### src/rtl/i2cee_pkg.sv
package i2cee_pkg;

   // Per-strobe view of the two bus lines relative to the previous sample
   typedef struct packed {
      logic valid;   // strobe present
      logic start;   // SDA fell while SCL stayed high
      logic stop;    // SDA rose while SCL stayed high
      logic rise;    // SCL went 0 -> 1
      logic steady;  // SDA equal to previous sample
      logic sda;     // new SDA level
   } line_evt_t;

   // Bit counter must reach 2*w+1
   function automatic int tick_bits(input int w);
      return $clog2(2 * w + 2);
   endfunction

endpackage

### src/rtl/i2cee_line_sampler.sv
module i2cee_line_sampler
   import i2cee_pkg::*;
(
   input  logic      clk,
   input  logic      rst_n,
   input  logic      wr_en,
   input  logic      wr_scl,
   input  logic      wr_sda,
   output line_evt_t evt,
   output logic      scl_q,
   output logic      sda_q
);

   always_ff @(posedge clk or negedge rst_n) begin
      if (!rst_n) begin
         scl_q <= 1'b1;
         sda_q <= 1'b1;
      end else if (wr_en) begin
         scl_q <= wr_scl;
         sda_q <= wr_sda;
      end
   end

   always_comb begin
      evt.valid  = wr_en;
      evt.start  = wr_en & scl_q & wr_scl & sda_q & ~wr_sda;
      evt.stop   = wr_en & scl_q & wr_scl & ~sda_q & wr_sda;
      evt.rise   = wr_en & ~scl_q & wr_scl;
      evt.steady = (sda_q == wr_sda);
      evt.sda    = wr_sda;
   end

endmodule

### src/rtl/i2cee_store.sv
module i2cee_store #(
   parameter int WORD_W = 8,
   parameter int DEPTH  = 256
) (
   input  logic              clk,
   input  logic              ld_we,
   input  logic [WORD_W-1:0] ld_addr,
   input  logic [WORD_W-1:0] ld_data,
   input  logic [WORD_W-1:0] rd_addr,
   output logic [WORD_W-1:0] rd_data
);

   localparam int IDX_W = (DEPTH > 1) ? $clog2(DEPTH) : 1;

   logic [WORD_W-1:0] mem [DEPTH];
   logic [IDX_W-1:0]  wr_idx;
   logic [IDX_W-1:0]  rd_idx;

   generate
      if (IDX_W == WORD_W) begin : g_full_decode
         assign wr_idx = ld_addr;
         assign rd_idx = rd_addr;
      end else begin : g_wrap_decode
         // Smaller array: address wraps on the low bits
         assign wr_idx = ld_addr[IDX_W-1:0];
         assign rd_idx = rd_addr[IDX_W-1:0];
      end
   endgenerate

   always_ff @(posedge clk) begin
      if (ld_we) begin
         mem[wr_idx] <= ld_data;
      end
   end

   assign rd_data = mem[rd_idx];

endmodule

### src/rtl/i2cee_seq.sv
module i2cee_seq
   import i2cee_pkg::*;
#(
   parameter int WORD_W = 8
) (
   input  logic                           clk,
   input  logic                           rst_n,
   input  line_evt_t                      evt,
   input  logic [WORD_W-1:0]              rd_data,
   output logic [WORD_W-1:0]              fetch_addr,
   output logic [tick_bits(WORD_W)-1:0]   tick,
   output logic                           ack,
   output logic                           sda_o
);

   localparam int TICK_W = tick_bits(WORD_W);
   localparam logic [TICK_W-1:0] T_ONE      = TICK_W'(1);
   localparam logic [TICK_W-1:0] T_CMD_LAST = TICK_W'(WORD_W);
   localparam logic [TICK_W-1:0] T_CMD_END  = TICK_W'(WORD_W + 1);
   localparam logic [TICK_W-1:0] T_END      = TICK_W'(2 * WORD_W + 1);
   localparam logic [TICK_W-1:0] T_DAT_LAST = TICK_W'(2 * WORD_W);

   logic              rd_mode, rd_mode_n;
   logic [WORD_W-1:0] addr, addr_n;
   logic [WORD_W-1:0] data, data_n;
   logic [TICK_W-1:0] tick_n;
   logic              ack_n, sda_n;

   always_comb begin
      tick_n    = tick;
      ack_n     = ack;
      rd_mode_n = rd_mode;
      addr_n    = addr;
      data_n    = data;
      sda_n     = sda_o;
      if (evt.valid) begin
         sda_n = evt.sda;
         if (evt.start) begin
            tick_n = T_ONE;
            ack_n  = 1'b0;
         end else if (evt.stop) begin
            tick_n = '0;
            ack_n  = 1'b0;
         end else if (tick == '0 && !ack) begin
            // idle: wait for a start
         end else if (evt.rise) begin
            if (ack) begin
               ack_n = 1'b0;
               sda_n = 1'b0;
            end else if (evt.steady) begin
               if (tick < T_CMD_END) begin
                  // last bit shifted in is the command LSB: read/write
                  rd_mode_n = evt.sda;
                  tick_n    = tick + T_ONE;
                  if (tick == T_CMD_LAST) begin
                     ack_n = 1'b1;
                  end
               end else if (tick < T_END) begin
                  if (rd_mode) begin
                     sda_n  = data[WORD_W-1];
                     data_n = {data[WORD_W-2:0], 1'b0};
                  end else begin
                     addr_n = {addr[WORD_W-2:0], evt.sda};
                  end
                  tick_n = tick + T_ONE;
                  if (tick == T_DAT_LAST) begin
                     data_n = rd_data;
                     ack_n  = 1'b1;
                  end
               end
            end
         end
      end
   end

   assign fetch_addr = addr_n;

   always_ff @(posedge clk or negedge rst_n) begin
      if (!rst_n) begin
         tick    <= '0;
         ack     <= 1'b0;
         rd_mode <= 1'b0;
         addr    <= '0;
         data    <= '0;
         sda_o   <= 1'b1;
      end else begin
         tick    <= tick_n;
         ack     <= ack_n;
         rd_mode <= rd_mode_n;
         addr    <= addr_n;
         data    <= data_n;
         sda_o   <= sda_n;
      end
   end

endmodule

### src/rtl/i2cee_slave.sv
module i2cee_slave
   import i2cee_pkg::*;
#(
   parameter int WORD_W = 8,
   parameter int DEPTH  = 256
) (
   input  logic              clk,
   input  logic              rst_n,
   input  logic              wr_en,
   input  logic              wr_scl,
   input  logic              wr_sda,
   output logic              sda_rd,
   input  logic              ld_en,
   input  logic [WORD_W-1:0] ld_addr,
   input  logic [WORD_W-1:0] ld_data
);

   localparam int TICK_W = tick_bits(WORD_W);

   generate
      if (WORD_W < 2 || WORD_W > 10) begin : g_bad_width
         $error("i2cee_slave: WORD_W must be within 2..10");
      end
      if (DEPTH < 2 || DEPTH > (1 << WORD_W) || (DEPTH & (DEPTH - 1)) != 0) begin : g_bad_depth
         $error("i2cee_slave: DEPTH must be a power of two no larger than 2**WORD_W");
      end
   endgenerate

   line_evt_t         evt_w;
   logic              scl_q_w, sda_q_w;
   logic [WORD_W-1:0] fetch_addr_w, rd_data_w;
   logic [TICK_W-1:0] tick_w;
   logic              ack_w;
   logic              ld_we_w;

   assign ld_we_w = ld_en & ~rst_n;

   i2cee_line_sampler u_sampler (
      .clk    (clk),
      .rst_n  (rst_n),
      .wr_en  (wr_en),
      .wr_scl (wr_scl),
      .wr_sda (wr_sda),
      .evt    (evt_w),
      .scl_q  (scl_q_w),
      .sda_q  (sda_q_w)
   );

   i2cee_store #(.WORD_W(WORD_W), .DEPTH(DEPTH)) u_store (
      .clk     (clk),
      .ld_we   (ld_we_w),
      .ld_addr (ld_addr),
      .ld_data (ld_data),
      .rd_addr (fetch_addr_w),
      .rd_data (rd_data_w)
   );

   i2cee_seq #(.WORD_W(WORD_W)) u_seq (
      .clk        (clk),
      .rst_n      (rst_n),
      .evt        (evt_w),
      .rd_data    (rd_data_w),
      .fetch_addr (fetch_addr_w),
      .tick       (tick_w),
      .ack        (ack_w),
      .sda_o      (sda_rd)
   );

endmodule

### config.mk
export PLATFORM = sky130hd
export DESIGN_NAME = i2cee_slave
export DESIGN_NICKNAME = d
export VERILOG_FILES = /design/src/rtl/i2cee_pkg.sv /design/src/rtl/i2cee_line_sampler.sv /design/src/rtl/i2cee_store.sv /design/src/rtl/i2cee_seq.sv /design/src/rtl/i2cee_slave.sv
export SDC_FILE = /design/constraint.sdc
export NUM_CORES = 2
export LEC_CHECK = 0
export ABC_CLOCK_PERIOD_IN_PS = 4500
export BUFFER_PORTS_ARGS = -buffer_cell sky130_fd_sc_hd__buf_4
export CAP_MARGIN = 20
export CORE_MARGIN = 10
export CORE_UTILIZATION = 63
export DETAILED_ROUTE_END_ITERATION = 10
export PLACE_DENSITY = 0.79
export RECOVER_POWER = 50
export SLEW_MARGIN = 20
export SYNTH_ARGS = -nofsm -noshare
export SYNTH_HDL_FRONTEND = slang
export SYNTH_SLANG_ARGS = --single-unit
### constraint.sdc
create_clock -name clk -period 4.5 [get_ports clk]
set_input_delay 0.225 -clock clk [delete_from_list [all_inputs] [get_ports clk]]
set_output_delay 0.225 -clock clk [all_outputs]
set_load 0.02 [all_outputs]
Yosys cells after proc, flatten, opt, wreduce, memory -nomap -nowiden
Memory sizes are Yosys's and may differ from the RTL's.
Cells that the tools add are included.
- register bits after elaboration: 26
- RAM bits: 2048
- input bits: 22
- output and inout port bits: 1
- word-level logic and storage cells: 87
- memories kept: 1
- memories (memory ; depth ; bits a word ; read ports ; clocked after Yosys merged registers in ; write ports ; line ; source):
    u_store.mem ; 256 ; 8 ; 1 ; 0 ; 1 ; i2cee_store.sv:15 ; logic [WORD_W-1:0] mem [DEPTH];
- $add $sub $neg: 1
- magnitude comparators: 2
- equal/unequal tests: 5
- multiplexer cells: 41
- bitwise gates (word level): 18
- reductions and logical operators: 11
- operators by type and width (operator ; number):
    $mux W8 ; 12
    $mux W5 ; 8
    $mux W1 ; 21
    $reduce_and A10 Y1 ; 1
    $and A1 B1 Y1 ; 9
    $not A1 Y1 ; 9
    $reduce_and A8 Y1 ; 1
    $ne A3 B3 Y1 const B ; 2
    $reduce_and A6 Y1 ; 1
    $reduce_bool A3 Y1 ; 2
    $add A5 B1 Y5 const B ; 1
    $eq A5 B4 Y1 const B ; 1
    $eq A5 B5 Y1 const B ; 1
    $logic_not A5 Y1 ; 1
    $lt A5 B4 Y1 const B ; 1
    $lt A5 B5 Y1 const B ; 1
    $reduce_bool A4 Y1 ; 1
    $reduce_and A3 Y1 ; 1
    $reduce_bool A2 Y1 ; 1
    $eq A1 B1 Y1 ; 1
    $logic_and A1 B1 Y1 ; 1
    $logic_not A1 Y1 ; 1

Depth between registers and ports, before layout
An unclocked memory read counts as a cell.
- depth after elaboration: 12
- gate-level depth with buffers: 19

By module
Synthesis repeated with hierarchy kept, for this count alone.
- cells, all modules: 3857
- area, all modules: 80908.8 sq um
- modules (own cells, without submodules) (module ; times used ; cells an instance ; area each (sq um) ; sequential area each (sq um)):
    i2cee_store ; 1 ; 3725 ; 79396.1 ; 61499.0
    i2cee_seq ; 1 ; 118 ; 1360.1 ; 601.8
    i2cee_line_sampler ; 1 ; 13 ; 138.9 ; 52.6
    i2cee_slave ; 1 ; 1 ; 13.8 ; 0.0

Least setup slack after synthesis
OpenSTA, ideal clock, no wires.
- kind: reg-to-reg
- start point: register u_seq.tick[0]
- end point: register u_seq.data[1]
- library setup time: 0.120 ns
- arrival: 3.439 ns
- required time: 4.380 ns
- slack: 0.941 ns
- cell stages (with the launch flop): 19
- buffers on the path: 4
- clock period less this slack: 3.559 ns
- cells stage by stage: dfrtp_1 -> inv_1 -> ha_1 -> nor4b_4 -> or4b_1 -> buf_2 -> nor3_4 -> nor2_4 -> inv_4 -> buf_6 -> buf_6 -> buf_4 -> mux2i_1 -> o22ai_1 -> nor4_1 -> nor2_1 -> a2111oi_0 -> o211ai_1 -> and3_1
- word-level cells in the longest chain between the ends: 12
- elaborated cells between the ends (all ways): 20
- those cells by class: 2 x order compare; 1 x eq/ne; 10 x mux; 2 x bitwise; 4 x reduce/logical; 1 x memory
- ends and longest elaborated chain (element ; line ; source):
    start, declared ; i2cee_seq.sv:11 ; output logic [tick_bits(WORD_W)-1:0] tick,
    start signal, assigned ; i2cee_seq.sv:87 ; tick <= tick_n;
    $lt A5 B5 Y1 ; i2cee_seq.sv:58 ; end else if (tick < T_END) begin
    $mux W8 ; i2cee_seq.sv:58 ;
    $mux W8 ; i2cee_seq.sv:51 ; if (tick < T_CMD_END) begin
    $mux W8 ; i2cee_seq.sv:50 ; end else if (evt.steady) begin
    $mux W8 ; i2cee_seq.sv:47 ; if (ack) begin
    $mux W8 ; i2cee_seq.sv:46 ; end else if (evt.rise) begin
    $mux W8 ; i2cee_seq.sv:44 ; end else if (tick == '0 && !ack) begin
    $mux W8 ; i2cee_seq.sv:41 ; end else if (evt.stop) begin
    $mux W8 ; i2cee_seq.sv:38 ; if (evt.start) begin
    $mux W8 ; i2cee_seq.sv:36 ; if (evt.valid) begin
    $mem_v2 Z256 W8 ; n/a ;
    $mux W8 ; i2cee_seq.sv:66 ; if (tick == T_DAT_LAST) begin
    end signal, assigned ; i2cee_seq.sv:91 ; data <= data_n;
    end, declared ; i2cee_seq.sv:25 ; logic [WORD_W-1:0] data, data_n;
Several ways; a longest one is shown, not always the timed one.
A chain may end at the register's enable or synchronous reset.

Worst setup path in the final report
Same ends and word-level chain as after synthesis.

==> reports/qor.txt <==
Minimum clock period: 4.43 ns
P_leak: 31.9 nW
Clock transition at path regs: 0.06 ns
Via count: 55200
Global-route wire length before repair: 344000 um
Final hold viol count: 0
Antenna-violating nets left: 0
All-Layer GR Usage: 0.317
Die area: 146000 um2
Warnings, synthesis: 0
Maximum clock path buffer count: 3
Drt wl/cell: 29.1 um
Placement Rows: 132
Syn avg cell area: 13.5 um2
Initial antenna violation count: 11
Later-pin clock latency in the skew report: 0.85 ns
IO buf count: 22
Worst slew margin: -1.94
Die height: 382 um
Startpoint types: flip-flop
Failing checks: capacitance limit, slew limit
Top FF cell, synth: edfxtp_1
Synth Net Count: 6137
Hold Crit Class: in2reg
Post-route cell area: 92500 um2
CP max FO: 44
Clock root buffer master: clkbuf_16
RSZ-0062 raised after global routing: yes
Largest net degree at the start of global routing: 153
Post-DR vias/cell: 6.76
Finished Layout Cells: 8163
GP Congestion: 0.986
CTS sink count: 2074
Detailed placement HPWL: 146000 um
CORE AREA: 130000 um2
Worst Clk Skew: 0.0307 ns
Required time worst endpoint: 5.24 ns
Overall die width: 382 um
Slew Viols, Final: 1332
Critical path data arrival time: 5.16 ns
Layout area overhead: 12.2%
Iteration-0 DRC count of the detailed router: 9654
Kind of critical path: reg2reg
Synth Instances: 6113
Pwr/cell area: 524 nW/um2
Ys async rst share: 0.0125
Final Setup Violations: 0
Vias in the first global route: 52200
Final Cycle Share: 0.984
Cell variety after synth: 79
Setup Buffers After CTS: 0
H-tree lvl count: 4
Seq/Total Area, Yosys: 0.754
Total Nets Final: 6278
Pre-antenna DRT Iters: 7
Area after DPL: 86200 um2
GR Overflow Total: 0
Max-cap violations: 16
Outcome: finished with violations
Drt total wl: 237000 um
Drt drc: 0
Max Clk Rate: 226 MHz
Number of synthesized flops with an enable pin: 2048
Worst setup EP type: flip-flop
Cell area after synthesis: 82500 um2
Cell Count Post-Placement: 7788
Tightest Pin Transition: 4.41 ns
Hold Slack: 0.219 ns
Layout cells sized above 1: 0.101
CTS Buf Count: 197
Io pins: 23
Initial core utilization: 0.635
CTS tree: yes
Maximum vdd drop: 478 uV
Number of synthesized register bits: 2074
==> flip-flops by register name, summed over array words and instances (netlist names) <==
register         cells
u_seq.data           8
u_seq.addr           8
u_seq.sda_o          1
u_store.mem       2048
u_seq.rd_mode        1
u_seq.tick           5
u_sampler.sda_q      1
u_seq.ack            1
u_sampler.scl_q      1
==> through the flow <==
step	total power [mW]	setup WS, ns	utilization	setup TNS (ns)
after floorplan	27.5	0.941	-	0
after global placement	31.8	-0.231	0.664	-0.360
after detailed placement	32.0	-0.322	0.664	-0.477
after CTS	48.1	0.0158	0.713	0
after global routing	49.7	-0.0165	0.713	-0.0236
final	48.5	0.0714	0.713	0
==> layout by cell type (no fill, tap or decap), types with 11 or more instances in the layout <==
cell and n:
buf_12 52, a311oi_1 24, nor2_1 275, or4_1 12
clkinv_1 53, dfrtp_1 23, a31oi_1 165, a211oi_1 62
o22ai_1 84, mux2i_1 205, clkbuf_16 201, clkinv_2 33
edfxtp_1 2048, a21oi_1 181, a22oi_1 11, clkbuf_1 50
o21ai_0 21, a32oi_1 57, nand2_1 1585, nor3_1 16
nand4_1 94, nand3_1 571, and3_1 92, buf_4 250
nor4_1 41, bufinv_16 18, clkbuf_2 13
==> area by class of cell <==
class,instances,area (um2)
Clock buffer,241,5180
Fill cell,8121,37300
Sequential cell,2074,62200
Antenna cell,4,10.0
Tap cell,1742,2180
Multi-Input combinational cell,3630,18700
Inverter,15,80.1
Timing Repair Buffer,336,3140
Clock inverter,121,1110
==> final timing paths <==
check | from | endpoint | slack (ns) | cells past startpoint
min reg2reg | u_seq.data[0] | u_seq.data[0] | 0.52 | 2
max reg2reg | u_seq.tick[0] | u_seq.data[1] | 0.07 | 18
min | wr_sda | u_seq.tick[0] | 0.22 | 3
max in group asynchronous | rst_n | u_seq.data[5] | 2.30 | 3
max | u_seq.tick[0] | u_seq.data[1] | 0.07 | 18
min in group asynchronous | rst_n | u_seq.ack | 1.08 | 3
==> power by group <==
part,switching [mW],internal (mW),leakage (nW)
registers,0.0659,21.3,18.7
logic,7.47,3.34,10.1
clock network,7.14,9.21,3.06
==> metal layers <==
| layer | wire, um | global-route usage | part of all wire | up-vias |
|---|---|---|---|---|
| met5 | 68 | 0 | 0.00029 | - |
| met4 | 13900 | 0.157 | 0.059 | 12 |
| met3 | 33600 | 0.0842 | 0.14 | 833 |
| met2 | 107000 | 0.480 | 0.45 | 4416 |
| met1 | 82500 | 0.428 | 0.35 | 26800 |
| li1 | - | - | - | 23100 |
==> cells in the mapped netlist (all sizes together) (89+ instances only) <==
library cell / count / area [um2]
a21oi: 185 / 933
a31oi: 167 / 1040
and3: 93 / 582
buf: 221 / 1140
clkbuf: 173 / 649
edfxtp: 2048 / 61500
mux2i: 206 / 2060
nand2: 1587 / 5960
nand3: 572 / 2860
nand4: 94 / 588
nor2: 278 / 1050
o22ai: 89 / 563
==> worst max-delay path, stage by stage, from the launching register on <==
cell	delay (ns)
dfrtp_1	0.35
inv_1	0.07
ha_1	0.23
nor4b_4	0.16
or4b_4	0.61
nor3_4	0.20
nor2_4	0.10
inv_16	0.17
buf_12	0.18
buf_12	0.27
buf_6	0.25
mux2i_1	0.22
o22ai_1	0.11
nor4_2	0.33
buf_4	0.18
nor2_1	0.06
a2111oi_1	0.40
o211ai_1	0.14
and3_1	0.21
==> kinds of logic after synthesis <==
group | count (synthesis) | synth area share
xor+xnor | 4 | 0.000425
mux | 209 | 0.0254
flops | 2074 | 0.754
compound gates | 679 | 0.0539
buf+inv | 409 | 0.0225
simple gates | 2736 | 0.144
fa+ha+maj | 2 | 0.000303
==> timing repair <==
item,4_1_cts,5_1_grt
setup endpoints to repair,4,8
endpoints found under the hold margin,200,0
hold buffers,8,0
resized for setup,5,11
pin swaps,0,1
(Power assumes the default switching activity.)
